**config.mk**
```make
export PLATFORM = sky130hd
export DESIGN_NAME = iack_sequencer
export DESIGN_NICKNAME = d
export VERILOG_FILES = /design/src/rtl/iack_pkg.sv /design/src/rtl/iack_sync.sv /design/src/rtl/iack_shifter.sv /design/src/rtl/iack_merge.sv /design/src/rtl/iack_sequencer.sv
export SDC_FILE = /design/constraint.sdc
export NUM_CORES = 1
export LEC_CHECK = 0
export ABC_AREA = 1
export CORE_AREA = 2 2 39 41
export DETAILED_ROUTE_END_ITERATION = 8
export DIE_AREA = 0 0 41 43
export SYNTH_ARGS = -nofsm -noshare
export SYNTH_HDL_FRONTEND = slang
export SYNTH_SLANG_ARGS = --single-unit
export TNS_END_PERCENT = 5
```
**constraint.sdc**
```tcl
create_clock -name clk_i -period 0.8 [get_ports clk_i]
set_input_delay 0.16 -clock clk_i [delete_from_list [all_inputs] [get_ports clk_i]]
set_output_delay 0.16 -clock clk_i [all_outputs]
set_load 0.005 [all_outputs]
```
**src/rtl/iack_pkg.sv**
```systemverilog
package iack_pkg;
  localparam int unsigned DEF_RD_TAP   = 2;
  localparam int unsigned DEF_WAIT_TAP = 4;

  typedef struct packed {
    logic ack;   // acknowledge stage active
    logic rd;    // read tap reached
    logic hold;  // cpu must wait
  } iack_strobe_t;
endpackage

```
**src/rtl/iack_sync.sv**
```systemverilog
module iack_sync #(
  parameter bit EN = 1'b0
) (
  input  logic clk_i,
  input  logic rst_ni,
  input  logic clr_i,
  input  logic d_i,
  output logic q_o
);
  generate
    if (EN) begin : g_flop
      logic q_q;
      always_ff @(posedge clk_i or negedge rst_ni) begin
        if (!rst_ni)    q_q <= 1'b0;
        else if (clr_i) q_q <= 1'b0;
        else            q_q <= d_i;
      end
      assign q_o = q_q;
    end else begin : g_bypass
      logic unused_sync;
      assign unused_sync = ^{clk_i, rst_ni, clr_i};
      assign q_o = d_i;
    end
  endgenerate
endmodule

```
**src/rtl/iack_shifter.sv**
```systemverilog
module iack_shifter #(
  parameter int unsigned RD_TAP   = iack_pkg::DEF_RD_TAP,
  parameter int unsigned WAIT_TAP = iack_pkg::DEF_WAIT_TAP
) (
  input  logic clk_i,
  input  logic rst_ni,
  input  logic clr_i,
  input  logic d_i,
  output iack_pkg::iack_strobe_t strobe_o
);
  localparam int unsigned DEPTH = WAIT_TAP + 1;

  logic [DEPTH-1:0] stage_q;

  always_ff @(posedge clk_i or negedge rst_ni) begin
    if (!rst_ni)    stage_q <= '0;
    else if (clr_i) stage_q <= '0;
    else            stage_q <= {stage_q[DEPTH-2:0], d_i};
  end

  always_comb begin
    strobe_o.ack  = stage_q[0];
    strobe_o.rd   = stage_q[RD_TAP];
    strobe_o.hold = stage_q[0] & ~stage_q[WAIT_TAP];
  end
endmodule

```
**src/rtl/iack_merge.sv**
```systemverilog
module iack_merge (
  input  logic                  rst_ni,
  input  logic                  m1_ni,
  input  logic                  iorq_ni,
  input  logic                  sys_rd_ni,
  input  logic                  sys_wr_ni,
  input  logic                  sys_wait_ni,
  input  iack_pkg::iack_strobe_t strobe_i,
  output logic                  intack_no,
  output logic                  rd_no,
  output logic                  wr_no,
  output logic                  wait_no,
  output logic                  legacy_iorq_no
);
  always_comb begin
    intack_no      = ~strobe_i.ack;
    // reset forces read and write low together
    rd_no          = rst_ni & sys_rd_ni & ~strobe_i.rd;
    wr_no          = rst_ni & sys_wr_ni;
    wait_no        = sys_wait_ni & ~strobe_i.hold;
    legacy_iorq_no = iorq_ni | (~m1_ni & ~strobe_i.rd);
  end
endmodule

```
**src/rtl/iack_sequencer.sv**
```systemverilog
module iack_sequencer #(
  parameter bit          SYNC_EN  = 1'b0,
  parameter int unsigned RD_TAP   = iack_pkg::DEF_RD_TAP,
  parameter int unsigned WAIT_TAP = iack_pkg::DEF_WAIT_TAP
) (
  input  logic clk_i,
  input  logic rst_ni,
  input  logic m1_ni,
  input  logic mreq_ni,
  input  logic iorq_ni,
  input  logic sys_rd_ni,
  input  logic sys_wr_ni,
  input  logic sys_wait_ni,
  output logic intack_no,
  output logic rd_no,
  output logic wr_no,
  output logic wait_no,
  output logic legacy_iorq_no
);
  logic detect, shift_in;
  iack_pkg::iack_strobe_t strobe;

  // acknowledge: M1 active without memory request
  assign detect = ~m1_ni & mreq_ni;

  iack_sync #(.EN(SYNC_EN)) u_sync (
    .clk_i (clk_i),
    .rst_ni(rst_ni),
    .clr_i (m1_ni),
    .d_i   (detect),
    .q_o   (shift_in)
  );

  iack_shifter #(.RD_TAP(RD_TAP), .WAIT_TAP(WAIT_TAP)) u_shift (
    .clk_i   (clk_i),
    .rst_ni  (rst_ni),
    .clr_i   (m1_ni),
    .d_i     (shift_in),
    .strobe_o(strobe)
  );

  iack_merge u_merge (
    .rst_ni        (rst_ni),
    .m1_ni         (m1_ni),
    .iorq_ni       (iorq_ni),
    .sys_rd_ni     (sys_rd_ni),
    .sys_wr_ni     (sys_wr_ni),
    .sys_wait_ni   (sys_wait_ni),
    .strobe_i      (strobe),
    .intack_no     (intack_no),
    .rd_no         (rd_no),
    .wr_no         (wr_no),
    .wait_no       (wait_no),
    .legacy_iorq_no(legacy_iorq_no)
  );
endmodule

```
==> results of run 1 <==
## final timing paths
| kind | endpoint | from | slack (ns) |
|---|---|---|---|
| worst max-delay path | wait_no | sys_wait_ni | -0.22 |
| worst min-delay path | u_shift.stage_q[1]$_DFF_PN0_ | m1_ni | 0.38 |
| worst max register to register | u_shift.stage_q[1]$_DFF_PN0_ | u_shift.stage_q[0]$_DFF_PN0_ | 0.01 |
| worst min register to register | u_shift.stage_q[4]$_DFF_PN0_ | u_shift.stage_q[3]$_DFF_PN0_ | 0.46 |
| max in group asynchronous | u_shift.stage_q[1]$_DFF_PN0_ | rst_ni | 0.16 |
| min in group asynchronous | u_shift.stage_q[4]$_DFF_PN0_ | rst_ni | 0.53 |
## through the flow
stage	cell area [um^2]	power [uW]	util, %
6_report	380	643	27.5
5_1_grt	380	688	27.5
3_5_place_dp	364	371	26.3
3_3_place_gp	364	370	26.3
2_1_floorplan	201	287	-
4_1_cts	380	663	27.5
## cell usage in the layout (no fill, tap or decap)
master | Yosys | layout
dlygate4sd3_1 | 0 | 1
clkdlybuf4s50_1 | 0 | 3
nand2_1 | 2 | 2
clkbuf_4 | 0 | 3
buf_2 | 0 | 5
clkbuf_1 | 0 | 1
inv_1 | 8 | 8
dlygate4sd2_1 | 0 | 4
nor2_1 | 6 | 5
o21bai_2 | 1 | 1
nor2_2 | 0 | 1
buf_4 | 0 | 4
dfrtp_1 | 5 | 5
a21oi_1 | 1 | 1
## worst reg2reg max path: stages, from the launching register on
cell,delay (ns)
dfrtp_1,0.35
inv_1,0.06
buf_4,0.12
buf_4,0.12
nor2_2,0.07
## cells by family after synthesis
group,Yosys count,synth area share (%)
compound gates,2,8.07
simple gates,8,14.9
flops,5,62.1
buf+inv,8,14.9
## synthesized netlist by cell type
cell type	n
a21oi_1	1
dfrtp_1	5
inv_1	8
nand2_1	2
nor2_1	6
o21bai_2	1
## report_power, final
group	total [uW]	leakage (uW)	internal (uW)	switching [uW]
logic	89.0	0.000122	56.3	32.7
registers	265	0.0000678	261	3.73
clock network	289	0.0000150	188	100
## cell type report
type / count / area, um^2
multi-input cells: 10 / 48.8
fillers: 169 / 1000
repair buffers: 17 / 130
flip-flops and latches: 5 / 125
well taps: 16 / 20.0
clock buffers: 4 / 26.3
inverters: 8 / 30.0
## per-layer routing
layer  wire (um)  part of all wire [%]
met1         171                    36
met2         247                    52
met3          54                    11
met4           0                     0
met5           0                     0
## what timing repair did
action,in CTS,in global routing
pin swaps,2,0
setup endpoints to repair,5,6
hold endpoints to repair,5,0
gates resized for setup,25,0
hold buffers,1,0
buffers inserted,1,0
==> impl_metrics.py, run 1 <==
metrics = {
    "run_status": {
        "status": "finished with violations",
        "violations": "setup timing",
    },
    "synth": {
        "synth_top_area_share_pct": 62.1,
        "ys_warn_count": 0,
        "yosysTopAreaCell": "dfrtp_1",
        "syn_inst": 23,
        "post_synth_main_area_contributors": "dfrtp_1, inv_1, nor2_1",
        "synth_area_per_cell_um2": 8.76,
        "ys_seq_area_share_pct": 62.1,
        "netlist_area_um2": 201,
        "ys_ff_latch": 5,
        "synth_cell_types": 6,
        "syn-num-nets": 31,
    },
    "place": {
        "place_inst": 54,
        "dpl.hpwl_um": 343,
        "pre_cts_slack_ns": -0.696,
        "gp_congestion": 0.615,
        "portBuffers": 12,
    },
    "cts": {
        "clk_latency_ns": 0.24,
        "clock_sinks": 5,
        "cts_tree": "yes",
        "numCtsBuffers": 3,
        "root_buffer": "clkbuf_4",
        "clockBufferDepth": 2,
        "htree_num_levels": 1,
        "clkTransAtPathRegs_ns": 0.04,
    },
    "timing": {
        "skew_ns": 0.00132,
        "slew_violations": 0,
        "hold_slack_ns": 0.380,
        "clock.fmax_mhz": 978,
        "period_share_pct": 128,
        "finalSetupViolCount": 4,
        "rsz0062_at_grt": "true",
        "setup_tns_ns": -0.795,
        "layout_setup_ws_ns": -0.223,
        "slew_headroom_pct": 92.6,
        "period_needed_ns": 1.02,
        "hold_viol": 0,
        "worstMarginPinSlew_ns": 0.112,
    },
    "drt": {
        "first_pass_iters": 1,
        "drtIter0Drc": 0,
        "wire_per_inst_um": 7.88,
        "num_vias": 205,
        "remaining_drc_errors": 0,
        "viasPerCell": 3.42,
        "drt_wl_total_um": 473,
        "ant_nets": 0,
    },
    "grt": {
        "grt_antenna_before_repair": 0,
        "grt-ovfl-total": 0,
        "use_met2_pct": 9.06,
        "met3_usage_pct": 4.71,
        "grt_max_degree": 6,
        "grt_pass1_vias": 191,
        "grtUsageMet1_pct": 5.86,
        "track_usage_pct": 6.55,
        "gr-max-usage-layer": "met2",
        "grt_pass1_wl_um": 690,
    },
    "floorplan": {
        "core_area_um2": 1380,
        "rows": 14,
        "ioPinCount": 13,
        "die_w_um": 41,
        "initial_core_util_pct": 14.6,
        "fp.dieArea_um2": 1760,
        "die_h_um": 43,
    },
    "power_and_ir_drop": {
        "power_leakage_uw": 0.000205,
        "pwr_density_cell_nw_per_um2": 1690,
        "peakVddDrop_v": 0.000334,
    },
    "setup_path": {
        "crit_chain": "clkdlybuf4s50_1, inv_1, a21oi_1, buf_2",
        "cp.depth": 4,
        "critPathMaxStageDelay_ns": 0.45,
        "critPathLaunchType": "input pin",
        "critical_path.top_delay_family": "buffers and inverters",
        "critPathBufInv": 3,
        "path_max_fanout": 1,
        "crit_type": "in -> out",
        "cp_data_required_time_ns": 0.64,
        "critPathArrivalTime_ns": 0.86,
        "crit_path_end_kind": "output pin",
        "critPathSlowestCell": "clkdlybuf4s50_1",
        "rr_worst_depth": 4,
    },
    "final_layout": {
        "reg_top3": "u_shift.stage_q (5)",
        "largest_reg_flops": 5,
        "stdcell_count": 60,
        "diodes": 0,
        "final_nets": 53,
        "layout-drive-gt1-share_pct": 31.8,
        "area_growth_pct": 88.8,
        "top_register": "u_shift.stage_q",
    },
    "flow_run": {
        "drv_cap": 0,
    },
    "worst_hold_path": {
        "hp-class": "in -> reg",
        "hold_depth": 3,
    },
}
(Power assumes the default switching activity.)
==> run 2, diff against run 1 <==
--- a/config.mk
+++ b/config.mk
@@ -5,11 +5,10 @@
 export SDC_FILE = /design/constraint.sdc
 export NUM_CORES = 1
 export LEC_CHECK = 0
-export ABC_AREA = 1
 export CORE_AREA = 2 2 39 41
 export DETAILED_ROUTE_END_ITERATION = 8
 export DIE_AREA = 0 0 41 43
 export SYNTH_ARGS = -nofsm -noshare
 export SYNTH_HDL_FRONTEND = slang
 export SYNTH_SLANG_ARGS = --single-unit
-export TNS_END_PERCENT = 5
+export TNS_END_PERCENT = 1
==> run 2 against run 1 <==
Effect of this change: the run still ends with setup timing left; worst setup slack worse by 0.11 ns; global-route usage grew 1.1 points; register-to-register slack better by 0.05 ns; synthesized cell count down 30%; sequential power about the same; critical endpoint is now legacy_iorq_no.
==> impl_metrics.py, run 2 <==
metrics = {
    "synth": {
        "ys_ff_latch": 5,
        "post_synth_main_area_contributors": "dfrtp_1, nor2b_1, nor2_1",
        "synth_commonest_cells": "dfrtp_1, nor2b_1, nor2_1",
        "synthMostInstantiatedCell": "dfrtp_1",
        "syn-num-nets": 24,
        "ys_seq_area_share_pct": 67.1,
        "ys_warn_count": 0,
        "netlist_area_um2": 186,
        "synth_edf_count": 0,
        "synth_cell_types": 8,
        "yosysTopAreaCell": "dfrtp_1",
        "postSynth.asyncResetShare_pct": 100,
        "synth_top_area_share_pct": 67.1,
        "synth_flop_cell": "dfrtp_1",
        "synth_area_per_cell_um2": 11.7,
        "syn_inst": 16,
    },
    "place": {
        "portBuffers": 12,
        "gp_congestion": 0.696,
        "place_area_um2": 349,
    },
    "cts": {
        "clk_latency_ns": 0.24,
        "numCtsBuffers": 3,
        "clkTransAtPathRegs_ns": 0.05,
        "htree_num_levels": 1,
        "clockBufferDepth": 2,
        "cts_tree": "yes",
        "root_buffer": "clkbuf_4",
        "clock_sinks": 5,
    },
    "floorplan": {
        "die_w_um": 41,
        "rows": 14,
        "initial_core_util_pct": 13.5,
        "ioPinCount": 13,
        "die_h_um": 43,
        "core_area_um2": 1380,
        "fp.dieArea_um2": 1760,
    },
    "final_layout": {
        "final_nets": 46,
        "reg_top3": "u_shift.stage_q (5)",
        "final_area_um2": 372,
        "most-common-layout-cells": "clkdlybuf4s50_1, dfrtp_1, nor2b_1",
        "area_growth_pct": 99.3,
        "largest_reg_flops": 5,
        "diodes": 0,
        "top_register": "u_shift.stage_q",
        "layout-drive-gt1-share_pct": 37.8,
    },
    "timing": {
        "slew_violations": 0,
        "rsz0062_at_grt": "true",
        "skew_ns": 0.00709,
        "period_needed_ns": 1.13,
        "finalSetupViolCount": 4,
        "clock.fmax_mhz": 881,
        "period_share_pct": 142,
        "hold_slack_ns": 0.373,
        "setup_tns_ns": -1.00,
        "worstMarginPinSlew_ns": 0.0964,
        "slew_headroom_pct": 93.6,
        "hold_viol": 0,
        "layout_setup_ws_ns": -0.334,
    },
    "setup_path": {
        "cp_data_required_time_ns": 0.64,
        "startpoint": "u_shift.stage_q[2]$_DFF_PN0_",
        "critical_path.top_delay_family": "flip-flops",
        "crit_path_end_kind": "output pin",
        "rr_worst_depth": 2,
        "r2r_setup_slack_ns": 0.06,
        "critPathLaunchType": "flip-flop",
        "critPathArrivalTime_ns": 0.97,
        "critPathBufInv": 2,
        "path_max_fanout": 2,
        "rr_startpoint": "u_shift.stage_q[2]$_DFF_PN0_",
        "crit_chain": "buf_6, o21bai_1, buf_2",
        "critPathMaxStageDelay_ns": 0.39,
        "crit_type": "reg -> out",
        "critPathSlowestCell": "dfrtp_1",
        "r2r-end": "u_shift.stage_q[3]$_DFF_PN0_",
    },
    "grt": {
        "use_met2_pct": 8.13,
        "grt_pass1_wl_um": 765,
        "met3_usage_pct": 7.85,
        "grt_pass1_vias": 195,
        "grt-ovfl-total": 0,
        "grt_max_degree": 6,
        "track_usage_pct": 7.68,
        "grtUsageMet1_pct": 8.52,
        "grt_antenna_before_repair": 0,
        "gr-max-usage-layer": "met1",
    },
    "drt": {
        "drt_wl_total_um": 436,
        "wire_per_inst_um": 8.23,
        "drtIter0Drc": 1,
        "num_vias": 180,
        "ant_nets": 0,
        "remaining_drc_errors": 0,
        "viasPerCell": 3.40,
        "first_pass_iters": 2,
    },
    "power_and_ir_drop": {
        "peakVddDrop_v": 0.000593,
        "power_leakage_uw": 0.000184,
        "pwr_density_cell_nw_per_um2": 1740,
    },
    "worst_hold_path": {
        "hp-class": "in -> async",
    },
    "run_status": {
        "violations": "setup timing",
        "status": "finished with violations",
    },
    "flow_run": {
        "drv_cap": 0,
    },
}
[run 2: cell types whose count changed after synthesis, sizes merged]
cell	before	now
a21oi	1	0
o21a	0	1
and2	0	1
nand2	2	1
nor2	6	2
nor2b	0	4
inv	8	1
[run 2: worst reg2reg max path, stage by stage, from the launching register on]
cell and delay, ns:
dfrtp_1 0.39, buf_6 0.12, nor2b_1 0.11
[run 2: area by class of cell]
cell class / count / area (um^2)
Multi-Input combinational cell: 10 / 57.6
Clock buffer: 4 / 26.3
Tap cell: 16 / 20.0
Inverter: 1 / 3.75
Sequential cell: 5 / 125
Timing Repair Buffer: 17 / 139
Fill cell: 156 / 1010
[run 2: metal layers]
| metal | routed length (um) | share of wire [%] |
|---|---|---|
| met1 | 197 | 45 |
| met2 | 165 | 38 |
| met3 | 73 | 17 |
| met4 | 0 | 0 |
| met5 | 0 | 0 |
[run 2: worst max path at each step]
stage / slack, ns / to / cells past startpoint
floorplan: 0.1 / wait_no / 2
global placement: -0.65 / rd_no / 4
finish: -0.33 / legacy_iorq_no / 3
global route: -0.42 / legacy_iorq_no / 3
CTS: -0.35 / wait_no / 3
detailed placement: -0.65 / rd_no / 4
[run 2: where the power goes]
part	total [uW]	leakage, uW	internal [uW]	switching, uW
logic	89.2	0.000101	60.6	28.6
registers	263	0.0000678	261	2.51
clock network	294	0.0000150	189	106
[run 2: timing repair]
action | in CTS | in global routing
endpoints found under the setup margin | 5 | 5
hold endpoints to repair | 5 | 0
resized for setup | 18 | 4
cloned | 0 | 0
hold buffers | 1 | 0
buffers inserted | 1 | 0
pin swaps | 1 | 0
[run 2: cells by family after synthesis]
group / count (synthesis) / share of synthesized area (%)
buf+inv: 1 / 2.01
simple gates: 8 / 22.8
compound gates: 2 / 8.06
flops: 5 / 67.1
[run 2: metrics by stage]
step	instances	worst slack (ns)	util, %	power (uW)
3_3_place_gp	47	-0.646	25.2	367
5_1_grt	53	-0.417	26.9	701
2_1_floorplan	16	0.0991	-	285
3_5_place_dp	47	-0.654	25.2	367
6_report	53	-0.334	26.9	647
4_1_cts	53	-0.349	27.8	665
